[config.mk]
export PLATFORM = sky130hd
export DESIGN_NAME = mxbus_seq
export DESIGN_NICKNAME = d
export VERILOG_FILES = /design/src/rtl/mxbus_pkg.sv /design/src/rtl/mxbus_phase.sv /design/src/rtl/mxbus_launch.sv /design/src/rtl/mxbus_drive.sv /design/src/rtl/mxbus_seq.sv
export SDC_FILE = /design/constraint.sdc
export NUM_CORES = 1
export LEC_CHECK = 0
export ABC_CLOCK_PERIOD_IN_PS = 2300
export BUFFER_PORTS_ARGS = -buffer_cell sky130_fd_sc_hd__buf_2
export CORE_AREA = 2 2 70 65
export CTS_BUF_LIST = sky130_fd_sc_hd__clkbuf_8
export DETAILED_ROUTE_END_ITERATION = 8
export DIE_AREA = 0 0 72 67
export GPL_ROUTABILITY_DRIVEN = 0
export PLACE_DENSITY = 0.73
export SYNTH_ARGS = -nofsm -noshare
export SYNTH_HDL_FRONTEND = slang
export SYNTH_SLANG_ARGS = --single-unit
[constraint.sdc]
create_clock -name clk_i -period 2.3 [get_ports clk_i]
set_clock_uncertainty 0.2 [all_clocks]
set_input_delay 0.23 -clock clk_i [delete_from_list [all_inputs] [get_ports clk_i]]
set_output_delay 0.23 -clock clk_i [all_outputs]
set_load 0.01 [all_outputs]
[src/rtl/mxbus_pkg.sv]
package mxbus_pkg;
  localparam int ADDR_W  = 13;
  localparam int DATA_W  = 8;
  localparam int LO_W    = DATA_W;
  localparam int HI_W    = ADDR_W - LO_W;
  localparam int NUM_PH  = 5;
  localparam int PH_W    = $clog2(NUM_PH);

  typedef enum logic [PH_W-1:0] {
    PH_ADDR = 3'd0,
    PH_AS   = 3'd1,
    PH_TURN = 3'd2,
    PH_DS1  = 3'd3,
    PH_DS2  = 3'd4
  } ph_e;

  typedef struct packed {
    logic [ADDR_W-1:0] addr;
    logic [DATA_W-1:0] wdata;
    logic              rd;
    logic              fetch;
  } bus_req_t;
endpackage

[src/rtl/mxbus_phase.sv]
module mxbus_phase
  import mxbus_pkg::*;
(
  input  logic clk_i,
  input  logic rst_ni,
  input  logic step_i,
  output ph_e  ph_o,
  output logic frame_end_o
);
  ph_e ph_q, ph_d;

  always_comb begin
    unique case (ph_q)
      PH_ADDR: ph_d = PH_AS;
      PH_AS:   ph_d = PH_TURN;
      PH_TURN: ph_d = PH_DS1;
      PH_DS1:  ph_d = PH_DS2;
      default: ph_d = PH_ADDR;
    endcase
  end

  always_ff @(posedge clk_i or negedge rst_ni) begin
    if (!rst_ni)     ph_q <= PH_ADDR;
    else if (step_i) ph_q <= ph_d;
  end

  assign ph_o        = ph_q;
  assign frame_end_o = step_i && (ph_q == PH_DS2);

  AST_PH_RANGE: assert property (@(posedge clk_i) disable iff (!rst_ni)
    ph_q <= PH_DS2);
  AST_PH_FREEZE: assert property (@(posedge clk_i) disable iff (!rst_ni)
    !step_i |=> $stable(ph_q));
endmodule

[src/rtl/mxbus_launch.sv]
module mxbus_launch
  import mxbus_pkg::*;
(
  input  logic     clk_i,
  input  logic     rst_ni,
  input  logic     frame_end_i,
  input  ph_e      ph_i,
  input  logic     req_i,
  input  bus_req_t nxt_i,
  output logic     active_o,
  output bus_req_t cur_o,
  output logic     done_o
);
  logic     active_q, done_q;
  bus_req_t cur_q;

  always_ff @(posedge clk_i or negedge rst_ni) begin
    if (!rst_ni) begin
      active_q <= 1'b0;
      done_q   <= 1'b0;
      cur_q    <= '0;
    end else begin
      done_q <= frame_end_i && active_q;
      if (frame_end_i) begin
        if (active_q) begin
          active_q <= 1'b0;
        end else if (req_i) begin
          // launch only on a phase-0 boundary; a finishing cycle forces one idle frame
          active_q <= 1'b1;
          cur_q    <= nxt_i;
        end
      end
    end
  end

  assign active_o = active_q;
  assign cur_o    = cur_q;
  assign done_o   = done_q;

  AST_DONE_PULSE: assert property (@(posedge clk_i) disable iff (!rst_ni)
    done_q |=> !done_q);
  AST_LAUNCH_PH0: assert property (@(posedge clk_i) disable iff (!rst_ni)
    $rose(active_q) |-> ph_i == PH_ADDR);
  AST_REQ_HOLD: assert property (@(posedge clk_i) disable iff (!rst_ni)
    active_q && $past(active_q) |-> $stable(cur_q));
endmodule

[src/rtl/mxbus_drive.sv]
module mxbus_drive
  import mxbus_pkg::*;
(
  input  logic            clk_i,
  input  logic            rst_ni,
  input  logic            lowpwr_i,
  input  ph_e             ph_i,
  input  logic            active_i,
  input  bus_req_t        cur_i,
  output logic            as_o,
  output logic            ds_o,
  output logic            li_o,
  output logic            rw_o,
  output logic            oe_o,
  output logic [LO_W-1:0] ad_o,
  output logic [HI_W-1:0] hi_o
);
  logic live, addr_ph, data_ph;

  always_comb begin
    live    = active_i && !lowpwr_i;
    addr_ph = (ph_i == PH_ADDR) || (ph_i == PH_AS);
    data_ph = (ph_i == PH_DS1) || (ph_i == PH_DS2);
    as_o    = live && (ph_i == PH_AS);
    ds_o    = live && data_ph;
    li_o    = ds_o && cur_i.fetch;
    rw_o    = active_i ? cur_i.rd : 1'b1;
    // read cycles release the bus from the turnaround phase on
    oe_o    = active_i && (addr_ph || !cur_i.rd);
    ad_o    = addr_ph ? cur_i.addr[LO_W-1:0] : cur_i.wdata;
    hi_o    = active_i ? cur_i.addr[ADDR_W-1:LO_W] : '0;
  end

  AST_NO_CONTENTION: assert property (@(posedge clk_i) disable iff (!rst_ni)
    ds_o && rw_o |-> !oe_o);
  AST_LI_IN_DS: assert property (@(posedge clk_i) disable iff (!rst_ni)
    li_o |-> ds_o);
  AST_AS_DRIVES: assert property (@(posedge clk_i) disable iff (!rst_ni)
    as_o |-> oe_o);
endmodule

[src/rtl/mxbus_seq.sv]
module mxbus_seq
  import mxbus_pkg::*;
(
  input  logic              clk_i,
  input  logic              rst_ni,
  input  logic              req_i,
  input  logic [ADDR_W-1:0] addr_i,
  input  logic [DATA_W-1:0] wdata_i,
  input  logic              rd_i,
  input  logic              fetch_i,
  input  logic              lowpwr_i,
  input  logic [DATA_W-1:0] ad_i,
  output logic [DATA_W-1:0] ad_o,
  output logic              ad_oe_o,
  output logic [HI_W-1:0]   addr_hi_o,
  output logic              as_o,
  output logic              ds_o,
  output logic              rw_o,
  output logic              li_o,
  output logic [DATA_W-1:0] rdata_o,
  output logic              done_o
);
  ph_e      ph;
  logic     frame_end, active;
  bus_req_t nxt, cur;
  logic [DATA_W-1:0] rdata_q;

  assign nxt = '{addr: addr_i, wdata: wdata_i, rd: rd_i, fetch: fetch_i};

  mxbus_phase u_phase (
    .clk_i       (clk_i),
    .rst_ni      (rst_ni),
    .step_i      (!lowpwr_i),
    .ph_o        (ph),
    .frame_end_o (frame_end)
  );

  mxbus_launch u_launch (
    .clk_i       (clk_i),
    .rst_ni      (rst_ni),
    .frame_end_i (frame_end),
    .ph_i        (ph),
    .req_i       (req_i),
    .nxt_i       (nxt),
    .active_o    (active),
    .cur_o       (cur),
    .done_o      (done_o)
  );

  mxbus_drive u_drive (
    .clk_i    (clk_i),
    .rst_ni   (rst_ni),
    .lowpwr_i (lowpwr_i),
    .ph_i     (ph),
    .active_i (active),
    .cur_i    (cur),
    .as_o     (as_o),
    .ds_o     (ds_o),
    .li_o     (li_o),
    .rw_o     (rw_o),
    .oe_o     (ad_oe_o),
    .ad_o     (ad_o),
    .hi_o     (addr_hi_o)
  );

  // sample on the falling data strobe, i.e. the edge that closes phase 4
  always_ff @(posedge clk_i or negedge rst_ni) begin
    if (!rst_ni)                          rdata_q <= '0;
    else if (frame_end && active && cur.rd) rdata_q <= ad_i;
  end
  assign rdata_o = rdata_q;

  AST_RW_STABLE: assert property (@(posedge clk_i) disable iff (!rst_ni)
    ds_o |-> $stable(rw_o));
  AST_LOWPWR_QUIET: assert property (@(posedge clk_i) disable iff (!rst_ni)
    lowpwr_i && $past(lowpwr_i) |-> !done_o);
endmodule

==> results of run 1 <==
registers in the layout, summed over array words and instances, names as in the netlist:
| name | flops |
|---|---|
| rdata_o | 8 |
| u_launch.active_o | 1 |
| u_launch.cur_o | 23 |
| u_launch.done_o | 1 |
| u_phase.ph_o | 3 |
worst max-delay path: cells and delay by family, from the launching register on:
| kind | cells | cell delay (ps) |
|---|---|---|
| flops | 1 | 480 |
| simple gates | 1 | 450 |
| mux | 1 | 390 |
| buf+inv | 1 | 140 |
cells in the mapped netlist:
cell type | instances | area (um2)
sky130_fd_sc_hd__dfrtp_1 | 36 | 900.9
sky130_fd_sc_hd__mux2_2 | 21 | 236.5
sky130_fd_sc_hd__mux2_4 | 19 | 285.3
sky130_fd_sc_hd__and2_1 | 6 | 37.54
sky130_fd_sc_hd__o21ai_0 | 4 | 20.02
sky130_fd_sc_hd__buf_6 | 3 | 33.78
sky130_fd_sc_hd__nor2_1 | 3 | 11.26
sky130_fd_sc_hd__inv_1 | 2 | 7.510
sky130_fd_sc_hd__nand2_1 | 2 | 7.510
sky130_fd_sc_hd__a211oi_1 | 1 | 7.510
sky130_fd_sc_hd__and3_1 | 1 | 6.260
sky130_fd_sc_hd__and4_1 | 1 | 8.760
sky130_fd_sc_hd__buf_2 | 1 | 5.000
sky130_fd_sc_hd__nand2b_1 | 1 | 6.260
sky130_fd_sc_hd__nand3_4 | 1 | 17.52
sky130_fd_sc_hd__nand3b_1 | 1 | 7.510
sky130_fd_sc_hd__nor2_2 | 1 | 6.260
sky130_fd_sc_hd__nor2b_1 | 1 | 6.260
sky130_fd_sc_hd__nor3_1 | 1 | 5.000
sky130_fd_sc_hd__nor3b_1 | 1 | 7.510
sky130_fd_sc_hd__nor4b_4 | 1 | 23.77
sky130_fd_sc_hd__or3b_1 | 1 | 8.760
area by class of cell:
class                      instances  area share (%)
inverter                           2          0.3049
timing repair buffer              93           25.41
clock inverter                     3           3.659
multi-input combinational         67           28.81
tap                               48           2.439
clock buffer                       5           2.795
sequential                        36           36.59
path summary, 6_finish.rpt:
check,from,end,cells after the start,slack (ps)
worst max register to register,u_phase.ph_o[1]$_DFFE_PN0N_,u_launch.cur_o[10]$_DFFE_PN0P_,3,290
worst max-delay path,u_phase.ph_o[1]$_DFFE_PN0N_,ad_o[5],3,130
max in group asynchronous,rst_ni,u_launch.cur_o[13]$_DFFE_PN0P_,2,1050
worst min-delay path,lowpwr_i,u_phase.ph_o[2]$_DFFE_PN0N_,3,60
worst min register to register,rdata_o[6]$_DFFE_PN0P_,rdata_o[6]$_DFFE_PN0P_,1,300
min in group asynchronous,rst_ni,u_launch.cur_o[20]$_DFFE_PN0P_,2,350
cells in the final DEF, fill, tap and decap left out:
master / n
sky130_fd_sc_hd__nand2b_1: 1
sky130_fd_sc_hd__clkbuf_8: 5
sky130_fd_sc_hd__nor2b_1: 1
sky130_fd_sc_hd__a211oi_1: 1
sky130_fd_sc_hd__nor3b_1: 1
sky130_fd_sc_hd__and2_1: 6
sky130_fd_sc_hd__nor2_2: 1
sky130_fd_sc_hd__o21ai_0: 4
sky130_fd_sc_hd__and4_1: 1
sky130_fd_sc_hd__dlygate4sd3_1: 32
sky130_fd_sc_hd__bufinv_16: 3
sky130_fd_sc_hd__inv_1: 2
sky130_fd_sc_hd__nand3b_1: 1
sky130_fd_sc_hd__mux2_4: 19
sky130_fd_sc_hd__nor4b_4: 1
sky130_fd_sc_hd__and3_1: 1
sky130_fd_sc_hd__or3b_1: 1
sky130_fd_sc_hd__buf_2: 61
sky130_fd_sc_hd__nor3_1: 1
sky130_fd_sc_hd__dfrtp_1: 36
sky130_fd_sc_hd__mux2_2: 21
sky130_fd_sc_hd__nand3_4: 1
sky130_fd_sc_hd__nor2_1: 3
sky130_fd_sc_hd__nand2_1: 2
per-layer routing:
metal | part of all wire, % | wire [um]
met1 | 41 | 1472
met2 | 52 | 1854
met3 | 6.7 | 241
met4 | 0.64 | 23
met5 | 0 | 0
per-stage QoR:
stage                     worst slack [ps]  power [mW]
after floorplan                      409.3       1.502
after global placement               363.3       1.713
after detailed placement             289.4       1.755
after CTS                            71.20       2.580
after global routing                 2.986       2.709
final                                126.9       2.546
logic make-up after synthesis:
| logic type | count (synthesis) |
|---|---|
| compound gates | 5 |
| buf+inv | 6 |
| flops | 36 |
| mux | 40 |
| simple gates | 22 |
timing repair:
item | CTS | global route
setup endpoints to repair | 0 | 0
hold buffers | 32 | 0
hold endpoints to repair | 67 | 0
power by group:
| part | internal, mW | switching (mW) |
|---|---|---|
| clock | 0.542 | 0.229 |
| combinational | 0.481 | 0.298 |
| sequential | 0.838 | 0.158 |
==> results.rst, run 1 <==
.. list-table::
   :header-rows: 1

   * - Metric
     - Value
   * - Status
     - completed
   * - Post-synthesis net count
     - between 100 and 150
   * - Register area share after synthesis
     - 54.38%
   * - Fraction of final layout cells sized beyond drive strength 1
     - a little over half
   * - Global-route wire length before repair
     - ~6.0 mm
   * - Fraction of the cycle the final worst path needs
     - about 94%
   * - Final instance count without filler cells
     - around 250
   * - CP endpoint kind
     - output port
   * - Register bit total from synthesis
     - 36
   * - Met3 layer usage reported by global route
     - between 5 and 6%
   * - Max cap viols
     - 0
   * - Type of origin of the critical path
     - flop
   * - Clock latency on the worst-skew pair
     - slightly below 300 ps
   * - Slew at the pin with the worst max-slew slack
     - 773.7 ps
   * - Max stage delay on crit path
     - approximately 480 ps
   * - First-pass DRT Iterations
     - 3
   * - Final worst path period need
     - 2173 ps
   * - Gate Count Post-Synth
     - about 110
   * - Total number of placement rows
     - 22
   * - Number of primary I/O pins
     - between 60 and 70
   * - Met1 capacity usage during global routing
     - 18.88%
   * - Clock tree root driver cell
     - sky130_fd_sc_hd__clkbuf_8
   * - Max-slew violations
     - 0
   * - Main combinational cell family by area after synthesis
     - multiplexers
   * - Clock buffers created by TritonCTS
     - 5
   * - Longest Clk Path Bufs
     - 2
   * - Final core area utilization
     - 60.85%
   * - Total gr overflow
     - 0
   * - Area of the multi-input gates
     - between 700 and 800 um2
   * - Clock transition time at the flip-flop clock pins of the worst setup and hold paths
     - roughly 70 ps
   * - Fraction of the mapped netlist area in simple logic gates
     - 9.668%
   * - Endpoints failing setup
     - 0
   * - Mean area per synthesized cell
     - 15.20 um2
   * - Count of yosys warnings during synthesis
     - 0
   * - Critical path type
     - reg -> out
   * - Power Density
     - about 1000 mW/mm2
   * - Sum of routed wire length over all layers
     - 3.591 mm
   * - Antenna violations before repair
     - 0
   * - Post-layout nets
     - 240
   * - TritonCTS clock tree
     - yes
   * - Endpoints failing hold
     - 0
   * - Fraction of the mapped netlist area in compound gates
     - 1.662%
   * - Count of fill cells added during filler insertion
     - 315
   * - Gates resized, CTS repair
     - 0
   * - DRC violations left
     - 0
   * - IR Drop Worst-Case VDD
     - just under 0.0007 V
   * - Post-CTS setup buffers
     - 0
   * - Number of sinks handled by clock tree synthesis
     - 36
   * - Hold Worst Slack
     - 59.21 ps
   * - Antenna-violating nets left
     - 0
   * - Antenna diode count
     - 0
   * - Post-placement cell area
     - a little under 0.002 mm2
   * - Maximum operating frequency
     - 0.4602 GHz
   * - DP HPWL
     - around 2.4 mm
   * - Cell area after synthesis
     - approximately 0.0017 mm2
   * - Routed length per instance
     - 14.14 um
   * - Overall track demand over capacity in global routing
     - approximately 17%
   * - Max transition margin
     - between 40% and 50%
   * - Total Die Area
     - between 0.004 and 0.005 mm2
   * - Crit-path slowest cell
     - sky130_fd_sc_hd__dfrtp_1
   * - Layout overhead on the synthesized area
     - 48.64%
   * - Core outline area
     - between 0.004 and 0.005 mm2
   * - Sequential cell area
     - around 900 um2
   * - RSZ-0062 raised after global routing
     - false
   * - Number of global-route vias before repair
     - around 1300
   * - Number of instances in the placed design
     - around 210
   * - Met2 Track Usage GR
     - a little under a third
   * - Initial standard-cell utilization of the core
     - between 40% and 50%
   * - Overall die width
     - 72 um
   * - Hold crit path type
     - in -> reg
   * - Avg Vias per Cell
     - roughly 4.7
   * - Final instance area
     - between 0.002 and 0.0025 mm2
   * - Vertical extent of the die
     - 67 um
   * - Pleak
     - between 1 and 1.5 nW
   * - Post-synthesis share of cell area spent on xor and xnor gates
     - 0%
   * - Number of buffers added on ports
     - 61
   * - Level count of the clock H-tree
     - 2
   * - Maximum fanout along the worst path
     - 9
   * - Detailed Route Iter0 Violations
     - 31
   * - Signal arrival time at the worst endpoint
     - 1740 ps
   * - Adder-Cell Fraction of Synth Area
     - 0%
   * - Setup tns final
     - 0 ps
   * - Gr busiest metal
     - met2
   * - Pin count of the biggest net entering global routing
     - 37
   * - List of cells traversed by the critical path
     - nor2_2 -> mux2_2 -> buf_2
   * - Netlist cell types
     - 22
   * - Multiplexer fraction of the synthesized cell area
     - 31.50%
   * - Vias
     - 1183
   * - Data required time of the worst path
     - about 1900 ps
No activity file was read; power rests on OpenSTA's default activity.
==> run 2: changes to the inputs <==
==> constraint.sdc (replaced) <==
create_clock -name clk_i -period 2.3 [get_ports clk_i]
set_clock_uncertainty 0.2 [all_clocks]
set_input_delay 0.46 -clock clk_i [delete_from_list [all_inputs] [get_ports clk_i]]
set_output_delay 0.46 -clock clk_i [all_outputs]
set_load 0.01 [all_outputs]
==> run 2 against run 1 <==
Via count down 5.5%. Sequential cell count is the same. Final cell count down 10%. Critical path type unchanged. First-iteration DRC count increased by 3.2%. Critical endpoint is now li_o. Total power shrank 11%. Highest routed layer unchanged. Utilization down 8.3 points.
==> results.rst, run 2 (synthesis results as in run 1) <==
.. list-table::
   :header-rows: 1

   * - Metric
     - Value
   * - Antenna violations before repair
     - 0 (unchanged)
   * - Overall power
     - 2.254 mW (-11%)
   * - Total gr overflow
     - 0 (unchanged)
   * - Maximum fanout along the worst path
     - 7 (-2)
   * - Clock tree root driver cell
     - sky130_fd_sc_hd__clkbuf_8
   * - Proportion of power drawn by combinational gates
     - 36.1% (+5.5 points)
   * - Signal arrival time at the worst endpoint
     - 1590 ps (-150 ps)
   * - Type of origin of the critical path
     - flop
   * - Final worst path period need
     - 2252 ps (+78.48 ps)
   * - Hold Buf Count CTS
     - 0 (-100%)
   * - Vertical extent of the die
     - 67 um (unchanged)
   * - IR Drop Worst-Case VDD
     - 0.0005381 V (-23%)
   * - DRC violations left
     - 0 (unchanged)
   * - Avg Vias per Cell
     - 4.904 (+5.3%)
   * - Critical path type
     - reg -> out
   * - Post-layout nets
     - 214 (-11%)
   * - Level count of the clock H-tree
     - 2 (unchanged)
   * - Max cap viols
     - 0 (unchanged)
   * - Longest Clk Path Bufs
     - 2 (unchanged)
   * - Max transition margin
     - 47.83% (-0.59 points)
   * - Maximum operating frequency
     - 0.4441 GHz (-3.5%)
   * - Max-slew violations
     - 0 (unchanged)
   * - Switching share of power
     - 30.39% (+3.5 points)
   * - Overall die width
     - 72 um (unchanged)
   * - Number of global-route vias before repair
     - 1167 (-13%)
   * - Fraction of the cycle the final worst path needs
     - 97.90% (+3.4 points)
   * - Final instance area
     - 0.002127 mm2 (-14%)
   * - CP endpoint kind
     - output port
   * - Smallest setup slack after layout
     - 48.37 ps (-78.48 ps)
   * - Max FFs per register
     - 23 (unchanged)
   * - Crit path from
     - u_phase.ph_o[0]$_DFFE_PN0N_
   * - Total number of placement rows
     - 22 (unchanged)
   * - Number of buffers added on ports
     - 61 (unchanged)
   * - RSZ-0062 raised after global routing
     - true
   * - Antenna diode count
     - 0 (unchanged)
   * - Post-placement cell area
     - 0.001991 mm2 (+0.38%)
   * - Register-to-register path setup slack
     - 210 ps (-80 ps)
   * - Number of primary I/O pins
     - 62 (unchanged)
   * - FF-to-FF path depth
     - 4 (+1)
   * - Fraction of final layout cells sized beyond drive strength 1
     - 66.67% (+12 points)
   * - Hold Worst Slack
     - 50.26 ps (-8.948 ps)
   * - Endpoints failing setup
     - 0 (unchanged)
   * - Count of fill cells added during filler insertion
     - 353 (+12%)
   * - Status
     - completed
   * - Switch Pwr
     - 685.0 uW (about the same)
   * - Int Power
     - 1.569 mW (-16%)
   * - Overall track demand over capacity in global routing
     - 15.41% (-1.4 points)
   * - Most common library cell in the layout ignoring fill and taps
     - sky130_fd_sc_hd__buf_2
   * - Number of sinks handled by clock tree synthesis
     - 36 (unchanged)
   * - Routed length per instance
     - 14.47 um (+2.4%)
   * - Detailed Route Iter0 Violations
     - 32 (+3.2%)
   * - Clock group share of total power
     - 20.1% (-10 points)
   * - Initial standard-cell utilization of the core
     - 40.94% (unchanged)
   * - Pin count of the biggest net entering global routing
     - 37 (unchanged)
   * - Reg-to-reg startpoint
     - u_phase.ph_o[1]$_DFFE_PN0N_
   * - Endpoints failing hold
     - 0 (unchanged)
   * - First-pass DRT Iterations
     - 4 (+1)
   * - TritonCTS clock tree
     - yes
   * - Commonest non-fill, non-tap cells in the layout
     - sky130_fd_sc_hd__buf_2 (61), sky130_fd_sc_hd__dfrtp_1 (33), sky130_fd_sc_hd__mux2_2 (21)
   * - Vias
     - 1118 (-5.5%)
   * - Core outline area
     - 0.004046 mm2 (unchanged)
   * - Clock transition time at the flip-flop clock pins of the worst setup and hold paths
     - 70 ps (about the same)
   * - Global-route wire length before repair
     - 5.451 mm (-9.8%)
   * - Slew at the pin with the worst max-slew slack
     - 782.5 ps (+8.788 ps)
   * - Register share of total power
     - 43.8% (+4.7 points)
   * - Antenna-violating nets left
     - 0 (unchanged)
   * - Power Density
     - 1060 mW/mm2 (+2.5%)
   * - Layout overhead on the synthesized area
     - 28.40%
   * - Pleak
     - 1.209 nW (-9.8%)
   * - DP HPWL
     - 2.361 mm (-3.2%)
   * - Clock buffers created by TritonCTS
     - 5 (unchanged)
   * - Hold crit path type
     - in -> async
   * - Post-placement setup slack
     - 207.1 ps (-82.26 ps)
   * - Setup tns final
     - 0 ps (unchanged)
   * - Clock latency on the worst-skew pair
     - 290 ps (about the same)
   * - Sum of routed wire length over all layers
     - 3.300 mm (-8.1%)
   * - End of the worst register-to-register path
     - u_launch.cur_o[4]$_DFFE_PN0P_
   * - Data required time of the worst path
     - 1640 ps (-230 ps)
   * - Total Die Area
     - 0.004824 mm2 (unchanged)
[run 2: power by group through the flow]
stage,Clock [mW],Sequential [mW],Combinational (mW)
floorplan,0,0.946,0.556
global placement,0,0.992,0.737
detailed placement,0,1.01,0.760
CTS,0.463,0.990,0.794
global route,0.500,1.02,0.896
finish,0.452,0.987,0.815
[run 2: layer usage]
metal / part of all wire, % / GRT usage (%) / vias up
met2: 47 / 24.54 / 53
li1: - / - / 519
met4: 1.7 / 7.783 / 0
met3: 9.2 / 4.992 / 5
met5: 0 / 0 / -
met1: 42 / 18.76 / 541
[run 2: final cells by class]
type | count | area [um2] | area share, %
repair buffers | 67 | 350.3 | 16.47
flip-flops and latches | 36 | 904.6 | 42.53
well taps | 48 | 60.06 | 2.824
clock inverters | 2 | 7.507 | 0.3529
inverters | 2 | 7.507 | 0.3529
multi-input cells | 67 | 714.4 | 33.59
clock buffers | 6 | 82.58 | 3.882
[run 2: repair_timing]
action,in CTS,in global routing
setup buffers,1,4
pin swaps,0,0
resized for setup,3,1
endpoints found under the setup margin,2,1
[run 2: how the worst max path moves through the flow]
| stage | endpoint | slack (ps) |
|---|---|---|
| 6_report | li_o | 50 |
| 5_1_grt | li_o | -30 |
| 4_1_cts | li_o | 4 |
| 3_5_place_dp | u_launch.cur_o[4]$_DFFE_PN0P_ | 210 |
| 3_3_place_gp | li_o | 260 |
| 2_1_floorplan | li_o | 180 |
[run 2: per-stage QoR]
stage / instances / util [%]
after global routing: 228 / 52.57
final: 228 / 52.57
after floorplan: 109 / -
after CTS: 224 / 51.79
after detailed placement: 215 / 49.20
after global placement: 215 / 49.20
[run 2: critical path, stage by stage, from the launching register on]
cell and delay, ps:
sky130_fd_sc_hd__dfrtp_2 450, sky130_fd_sc_hd__or3b_1 380, sky130_fd_sc_hd__a211oi_2 210, sky130_fd_sc_hd__and2_1 140
sky130_fd_sc_hd__buf_2 120
